==> src/rtl/amp_seq_pkg.sv <==
package amp_seq_pkg;

    typedef enum logic [2:0] {
        PS_HARD_OFF  = 3'd0,
        PS_THERM_OFF = 3'd1,
        PS_SOFT_OFF  = 3'd2,
        PS_WARMUP    = 3'd3,
        PS_RUN       = 3'd4
    } pwr_state_t;

    typedef enum logic [1:0] {
        HP_OK      = 2'd0,
        HP_BACKOFF = 2'd1,
        HP_PROBE   = 2'd2
    } hp_state_t;

    typedef struct packed {
        logic spk;
        logic rcv;
        logic cp;
        logic mute;
        logic iface;
    } drive_t;

    function automatic logic amps_active(pwr_state_t s);
        return (s == PS_WARMUP) || (s == PS_RUN);
    endfunction

    function automatic logic iface_active(pwr_state_t s);
        return s != PS_HARD_OFF;
    endfunction

    // Priority: pin, thermal, soft bit, then the warm-up / run progression.
    function automatic pwr_state_t pick_state(pwr_state_t cur, logic hw_on,
                                              logic hot, logic sw_on,
                                              logic warm_done);
        pwr_state_t nx;
        if (!hw_on)
            nx = PS_HARD_OFF;
        else if (hot)
            nx = PS_THERM_OFF;
        else if (!sw_on)
            nx = PS_SOFT_OFF;
        else if (cur == PS_RUN)
            nx = PS_RUN;
        else if (cur == PS_WARMUP)
            nx = warm_done ? PS_RUN : PS_WARMUP;
        else
            nx = PS_WARMUP;
        return nx;
    endfunction

endpackage

==> src/rtl/amp_seq_timer.sv <==
module amp_seq_timer #(
    parameter int unsigned LIMIT = 30000
) (
    input  logic clk,
    input  logic rst,
    input  logic run,
    input  logic tick,
    output logic done
);
    localparam int unsigned CW = (LIMIT < 2) ? 1 : $clog2(LIMIT);
    localparam logic [CW-1:0] LAST = CW'(LIMIT - 1);

    logic [CW-1:0] cnt;

    assign done = run && tick && (cnt == LAST);

    always_ff @(posedge clk) begin
        if (rst || !run)
            cnt <= '0;
        else if (tick)
            cnt <= done ? '0 : cnt + 1'b1;
    end

    // the interval counter never passes its last value
    p_cnt_bound_r4: assert property (@(posedge clk) disable iff (rst)
        cnt <= LAST);

endmodule

==> src/rtl/amp_seq_thermal.sv <==
module amp_seq_thermal #(
    parameter int unsigned TEMP_W  = 8,
    parameter int unsigned TRIP_C  = 150,
    parameter int unsigned CLEAR_C = 120
) (
    input  logic              clk,
    input  logic              rst,
    input  logic [TEMP_W-1:0] die_temp,
    output logic              hot
);
    localparam logic [TEMP_W-1:0] TRIP  = TEMP_W'(TRIP_C);
    localparam logic [TEMP_W-1:0] CLEAR = TEMP_W'(CLEAR_C);

    logic at_trip;
    logic above_clear;

    assign at_trip     = die_temp >= TRIP;
    assign above_clear = die_temp > CLEAR;

    always_ff @(posedge clk) begin
        if (rst)
            hot <= 1'b0;
        else if (hot)
            hot <= above_clear;
        else
            hot <= at_trip;
    end

    p_trip_sets_r6: assert property (@(posedge clk) disable iff (rst)
        (die_temp >= TRIP) |=> hot);

    p_hyst_hold_r7: assert property (@(posedge clk) disable iff (rst)
        (hot && die_temp > CLEAR) |=> hot);

    p_cool_stays_r6: assert property (@(posedge clk) disable iff (rst)
        (!hot && die_temp < TRIP) |=> !hot);

endmodule

==> src/rtl/amp_seq_hp_retry.sv <==
module amp_seq_hp_retry
    import amp_seq_pkg::*;
#(
    parameter int unsigned RETRY_US = 100
) (
    input  logic clk,
    input  logic rst,
    input  logic amps_on,
    input  logic hp_ovc,
    input  logic us_tick,
    output logic hp_gate
);
    hp_state_t st;
    hp_state_t st_n;
    logic      backoff_done;

    amp_seq_timer #(.LIMIT(RETRY_US)) u_retry_tmr (
        .clk  (clk),
        .rst  (rst),
        .run  (st == HP_BACKOFF),
        .tick (us_tick),
        .done (backoff_done)
    );

    always_comb begin
        st_n = st;
        if (!amps_on)
            st_n = HP_OK;
        else begin
            unique case (st)
                HP_OK:      if (hp_ovc) st_n = HP_BACKOFF;
                HP_BACKOFF: if (backoff_done) st_n = HP_PROBE;
                HP_PROBE:   st_n = hp_ovc ? HP_BACKOFF : HP_OK;
                default:    st_n = HP_OK;
            endcase
        end
    end

    always_ff @(posedge clk) begin
        if (rst)
            st <= HP_OK;
        else
            st <= st_n;
    end

    assign hp_gate = (st != HP_BACKOFF);

    // overcurrent while driving closes the gate on the next clock
    p_ovc_gates_r8: assert property (@(posedge clk) disable iff (rst)
        (amps_on && hp_ovc && st == HP_OK) |=> !hp_gate);

    // a probe lasts a single cycle
    p_probe_single_r8: assert property (@(posedge clk) disable iff (rst)
        (st == HP_PROBE) |=> (st != HP_PROBE));

endmodule

==> src/rtl/amp_pwr_seq.sv <==
module amp_pwr_seq
    import amp_seq_pkg::*;
#(
    parameter int unsigned ANTIPOP_US = 30000,
    parameter int unsigned RETRY_US   = 100,
    parameter int unsigned TEMP_W     = 8,
    parameter int unsigned TRIP_C     = 150,
    parameter int unsigned CLEAR_C    = 120
) (
    input  logic              clk,
    input  logic              rst,
    input  logic              hw_on,
    input  logic              sw_on,
    input  logic              mute_req,
    input  logic [TEMP_W-1:0] die_temp,
    input  logic              hp_ovc,
    input  logic              us_tick,
    output logic              spk_en,
    output logic              hp_en,
    output logic              rcv_en,
    output logic              cp_en,
    output logic              out_mute,
    output logic              ctl_if_en,
    output logic              load_defaults
);
    pwr_state_t state;
    pwr_state_t state_n;
    logic       hot;
    logic       warm_done;
    logic       amps_on;
    logic       hp_gate;
    logic       ld_q;
    drive_t     drv;

    amp_seq_thermal #(
        .TEMP_W (TEMP_W),
        .TRIP_C (TRIP_C),
        .CLEAR_C(CLEAR_C)
    ) u_therm (
        .clk     (clk),
        .rst     (rst),
        .die_temp(die_temp),
        .hot     (hot)
    );

    amp_seq_timer #(.LIMIT(ANTIPOP_US)) u_antipop (
        .clk  (clk),
        .rst  (rst),
        .run  (state == PS_WARMUP),
        .tick (us_tick),
        .done (warm_done)
    );

    assign amps_on = amps_active(state);

    amp_seq_hp_retry #(.RETRY_US(RETRY_US)) u_hp (
        .clk    (clk),
        .rst    (rst),
        .amps_on(amps_on),
        .hp_ovc (hp_ovc),
        .us_tick(us_tick),
        .hp_gate(hp_gate)
    );

    assign state_n = pick_state(state, hw_on, hot, sw_on, warm_done);

    always_ff @(posedge clk) begin
        if (rst) begin
            state <= PS_HARD_OFF;
            ld_q  <= 1'b0;
        end else begin
            state <= state_n;
            ld_q  <= (state == PS_HARD_OFF) && (state_n != PS_HARD_OFF);
        end
    end

    always_comb begin
        drv.spk   = amps_on;
        drv.rcv   = amps_on;
        drv.cp    = amps_on;
        drv.iface = iface_active(state);
        drv.mute  = !((state == PS_RUN) && !mute_req);
    end

    assign spk_en        = drv.spk;
    assign rcv_en        = drv.rcv;
    assign cp_en         = drv.cp;
    assign ctl_if_en     = drv.iface;
    assign out_mute      = drv.mute;
    assign hp_en         = amps_on && hp_gate;
    assign load_defaults = ld_q;

    p_hard_quiet_r1: assert property (@(posedge clk) disable iff (rst)
        !hw_on |=> (!ctl_if_en && !spk_en && !cp_en && !hp_en && out_mute));

    p_cp_with_hp_r5: assert property (@(posedge clk) disable iff (rst)
        hp_en |-> cp_en);

    p_powerup_muted_r4: assert property (@(posedge clk) disable iff (rst)
        $rose(spk_en) |-> out_mute);

    p_defaults_src_r2: assert property (@(posedge clk) disable iff (rst)
        load_defaults |-> ($past(state) == PS_HARD_OFF && state != PS_HARD_OFF));

    p_defaults_single_r2: assert property (@(posedge clk) disable iff (rst)
        load_defaults |=> !load_defaults);

endmodule

==> config.mk <==
export PLATFORM = sky130hd
export DESIGN_NAME = amp_pwr_seq
export DESIGN_NICKNAME = d
export VERILOG_FILES = /design/src/rtl/amp_seq_pkg.sv /design/src/rtl/amp_seq_timer.sv /design/src/rtl/amp_seq_thermal.sv /design/src/rtl/amp_seq_hp_retry.sv /design/src/rtl/amp_pwr_seq.sv
export SDC_FILE = /design/constraint.sdc
export NUM_CORES = 1
export LEC_CHECK = 0
export BUFFER_PORTS_ARGS = -buffer_cell sky130_fd_sc_hd__buf_4
export CORE_MARGIN = 4
export CORE_UTILIZATION = 35
export DETAILED_ROUTE_END_ITERATION = 7
export GPL_ROUTABILITY_DRIVEN = 0
export PLACE_DENSITY_LB_ADDON = 0.25
export SYNTH_ARGS = -nofsm -noshare
export SYNTH_HDL_FRONTEND = slang
export SYNTH_SLANG_ARGS = --single-unit
export TNS_END_PERCENT = 50
==> constraint.sdc <==
create_clock -name clk -period 4 [get_ports clk]
set_input_delay 0.6 -clock clk [delete_from_list [all_inputs] [get_ports clk]]
set_output_delay 0.6 -clock clk [all_outputs]
set_load 0.05 [all_outputs]
## Word-level counts from Yosys, hierarchy flattened

Index checks and enable logic that the tools add are counted.
W data, S select, Z words.

| word-level totals | value |
|---|---|
| input port bits | 15 |
| output and inout bits | 7 |
| register bits after elaboration | 29 |

| cells by class | value |
|---|---|
| equality and inequality tests | 9 |
| $add $sub $neg | 2 |
| reduce and logical (&&, ||, !) cells | 20 |
| bitwise operators | 1 |
| magnitude comparators | 2 |
| mux-type cells | 13 |

Operator list:

| cell | number |
|---|---|
| $mux W3 | 6 |
| $add A15 B1 Y15 const B | 1 |
| $eq A15 B15 Y1 const B | 1 |
| $mux W15 | 1 |
| $ge A8 B8 Y1 const B | 1 |
| $gt A8 B7 Y1 const B | 1 |
| $add A7 B1 Y7 const B | 1 |
| $eq A7 B7 Y1 const B | 1 |
| $logic_and A1 B1 Y1 | 7 |
| $mux W7 | 1 |
| $pmux W2 S3 | 1 |
| $reduce_bool A3 Y1 | 2 |
| $logic_not A1 Y1 | 4 |
| $mux W2 | 2 |
| $ne A2 B1 Y1 const B | 2 |
| $eq A3 B2 Y1 const B | 1 |
| $eq A3 B3 Y1 const B | 1 |
| $logic_not A3 Y1 | 1 |
| $logic_or A1 B1 Y1 | 3 |
| $eq A2 B1 Y1 const B | 1 |
| $eq A2 B2 Y1 const B | 1 |
| $logic_not A2 Y1 | 1 |
| $mux W1 | 2 |
| $ne A2 B2 Y1 const B | 1 |
| 3 further kinds | 3 |

## Longest topological paths before layout

| depth | value |
|---|---|
| depth after elaboration | 11 |
| mapped depth | 6 |
| gate-level depth less buffers | 5 |

## Modules after synthesis

A second synthesis with hierarchy kept.

| second synthesis, totals | value |
|---|---|
| cells, all modules | 152 |
| area total of the unflattened synthesis | 1413.9 um^2 |

Modules (own cells, without submodules):

| module | area an instance (um^2) | sequential area each (um^2) | instances | cells each |
|---|---|---|---|---|
| amp_seq_timer (u_antipop) | 724.4 | 300.3 | 1 | 78 |
| amp_seq_timer (u_hp.u_retry_tmr) | 342.8 | 140.1 | 1 | 35 |
| amp_pwr_seq | 192.7 | 80.1 | 1 | 22 |
| amp_seq_hp_retry | 86.3 | 40.0 | 1 | 10 |
| amp_seq_thermal | 67.6 | 20.0 | 1 | 7 |

## Worst setup path before layout

OpenSTA, ideal clock, no wires.

| timing | value |
|---|---|
| path type | flip-flop to output port |
| start | reg state[2] |
| end | out hp_en |
| arrival | 1.378 ns |
| cell stages (with the launch flop) | 4 |
| setup slack | 2.022 ns |
| data required time | 3.400 ns |
| cells stage by stage | dfxtp_1 > nand3b_1 > and2_1 > nor2_1 |

| between the ends | value |
|---|---|
| word-level cells in the longest chain between the ends | 3 |
| elaborated cells on any way between the ends | 4 |

Ends and longest elaborated chain:

| item | line | RTL |
|---|---|---|
| from (decl) | amp_pwr_seq.sv:26 | `pwr_state_t state;` |
| from (signal assigned) | amp_pwr_seq.sv:72 | `state <= state_n;` |
| $eq A3 B2 Y1 / $eq A3 B3 Y1 (equally long branches) | amp_seq_pkg.sv:26 | `return (s == PS_WARMUP) \|\| (s == PS_RUN);` |
| $logic_or A1 B1 Y1 (*) | amp_seq_pkg.sv:26 |  |
| $logic_and A1 B1 Y1 (*) | amp_pwr_seq.sv:90 | `assign hp_en = amps_on && hp_gate;` |
| to (decl) | amp_pwr_seq.sv:19 | `output logic hp_en,` |

Every way passes the cells marked *; elsewhere a longest branch is shown, timed or not.

## Worst setup path after layout

Ends and elaborated chain as after synthesis.

==> flow_summary.toml <==
[route]
drc = 0
wl_per_cell_um = 11.1
firstDrtPassIters = 3
drtIter0Drc = 54
num_vias = 1071
wirelength_um = 2480
ant_nets = 0
vias_per_cell = 4.78

[yosys]
synth_top_area_share_pct = 43.6
syn_area_mm2 = 0.00133
synthTopCellsByArea = "dfxtp_1 (44%), xnor2_1 (8.6%), nor2_1 (8.5%), xor2_1 (4.6%), nand4_1 (4.2%)"
ys_warn_count = 0
ys_async_sr_fraction_pct = 0
synth_edf_count = 0
avgSynthCellArea_um2 = 8.82
yosysSeqAreaShare_pct = 43.6
synth.distinct_cells = 33
yosysMostFrequentCell = "nor2_1"
syn_nets = 168
ys.flop_type = "dfxtp_1"
synth_commonest_cells = "nor2_1 (30), dfxtp_1 (29), xnor2_1 (13)"
synthesis.instances = 151
synth-seq-cells = 29
synth_top_area_cell = "dfxtp_1"

[run_status]
status = "finished clean"

[cts]
htreeDepth = 2
cts_buffers = 5
cts_max_path_buffers = 2
hold_buffers = 0
cts_resized = 0
clock_sinks = 29
cts_tree = "yes"
path_clk_slew_ns = 0.06
cts_root_buf = "clkbuf_8"
postCtsSetupRepairBufs = 0
clk_latency_ns = 0.27

[sta]
rsz0062_at_grt = "false"
final-hold-violation-count = 0
max-slew-margin-rel_pct = 79.4
maxSlewViolCount = 0
min_period_over_period_pct = 49.4
tns_ns = 0
fin_crit_ns = 1.97
worst_slack_ns = 2.03
fin_skew_ns = 0.00474
finalSetupViolations = 0
fmax_mhz = 506
worstMarginPinSlew_ns = 0.306

[job]
cap_violations = 0

[finish]
num-fill-cells = 373
seq_area_um2 = 581
nets = 192
area_growth_pct = 20.0
diodes = 0
multi_input_area_um2 = 694
drive_gt1_share_pct = 18.8

[setup_path]
path_class = "reg2out"
crit_family = "simple AND/OR/NAND/NOR gates"
start_kind = "flop"
reg2regPathDepth = 5
crit_fanout = 4
path_buf_inv = 1
end_kind = "output pin"
slowest_delay_ns = 0.31
crit_required_ns = 3.40
path_cells = "nand3b_1 -> and2_1 -> nor2_1 -> buf_4"
crit_cells = 4
cp.arrival_ns = 1.37
critical_path.slowest_cell = "dfxtp_1"

[global_routing]
grt_usage_pct = 10.7
gr-usage-met3_pct = 5.22
overflow = 0
gr-max-usage-layer = "met2"
use_met1_pct = 13.1
grt_max_degree = 16
grt_first_pass_wirelength_um = 4190
use_met2_pct = 15.6
grt_antenna_before_repair = 0
grt_pass1_vias = 977

[placed_design]
hpwl_um = 1850
pre_cts_slack_ns = 2.14
portBuffers = 21

[floorplan]
dieArea_mm2 = 0.00485
initial_core_util_pct = 36.4
core_region_area_mm2 = 0.00366
ios = 22
rows = 22
die_height_um = 69.7
die_width_um = 69.7

[power_and_ir_drop]
peakVddDrop_mv = 0.222
powerDensity_mw_per_mm2 = 346
leakagePower_nw = 0.558

[hold_path]
hold_class = "reg2reg"
min_path_cells = 2
## worst reg2reg max path: stages (launching register included)
cell      delay [ns]
dfxtp_1         0.41
ha_1            0.27
nand4_1         0.17
or4_4           0.55
o211ai_1        0.18
a21oi_1         0.09
## logic make-up after synthesis
kind of cell | count (synthesis) | synth area share, %
AO/OA/AOI/OAI | 9 | 4.32
XOR/XNOR | 20 | 13.2
adder cells (fa/ha/maj) | 2 | 1.88
buffers and inverters | 10 | 4.23
flip-flops | 29 | 43.6
multiplexers | 2 | 1.50
AND/OR/NAND/NOR | 79 | 31.3
## sequential cells by signal (all words and copies together) (netlist names)
name,count
load_defaults,1
u_antipop.cnt,15
u_hp.st,2
u_hp.u_retry_tmr.cnt,7
u_therm.hot,1
state,3
## power breakdown
group          switching [mW]  total (mW)  internal [mW]
Combinational          0.0192      0.0362         0.0170
Clock                   0.103       0.223          0.120
Sequential            0.00180       0.293          0.292
Total                   0.124       0.553          0.429
## area by class of cell
class                   instances  area share, %
repair buffers                 21           9.87
clock inverters                 2          0.626
clock buffers                   6           4.54
flip-flops and latches         29           36.3
multi-input cells             112           43.5
well taps                      48           3.76
inverters                       6           1.41
## layer usage
metal  part of all wire (%)  vias up  routed length (um)
met1                     49      478                1220
met4                    1.5        0                  38
met2                     41       29                1030
met5                      0        -                   0
li1                       -      559                   -
met3                    7.9        5                 197
## placed cells by master (no fill, tap or decap), types with 2 or more instances in the layout
cell type	instances
nor2_1	30
dfxtp_1	29
buf_4	21
xnor2_1	13
nand2_1	10
nand4_1	9
xor2_1	7
inv_1	6
nor3_1	6
nor4_1	5
clkbuf_8	5
a21oi_1	4
or3_1	2
nand3b_1	2
nor2b_1	2
nand4bb_1	2
mux2i_1	2
nand2b_1	2
ha_1	2
clkinv_2	2
## per-stage QoR
stage,total power [mW],instances,cell area (um^2),hold WS (ns),util [%]
4_1_cts,0.562,224,1600,0.490,43.6
6_report,0.553,224,1600,0.489,43.6
3_3_place_gp,0.335,216,1520,0.482,41.4
5_1_grt,0.577,224,1600,0.511,43.6
2_1_floorplan,0.320,151,1330,0.452,-
3_5_place_dp,0.336,216,1520,0.483,41.4
## worst paths after layout
| path | to | slack [ns] | start |
|---|---|---|---|
| setup / recovery | hp_en | 2.03 | state[2] |
| hold / removal | state[0] | 0.49 | u_therm.hot |
| setup reg to reg | state[0] | 2.24 | u_antipop.cnt[0] |
| hold reg to reg | state[0] | 0.49 | u_therm.hot |
No activity file was read; power rests on OpenSTA's default activity.
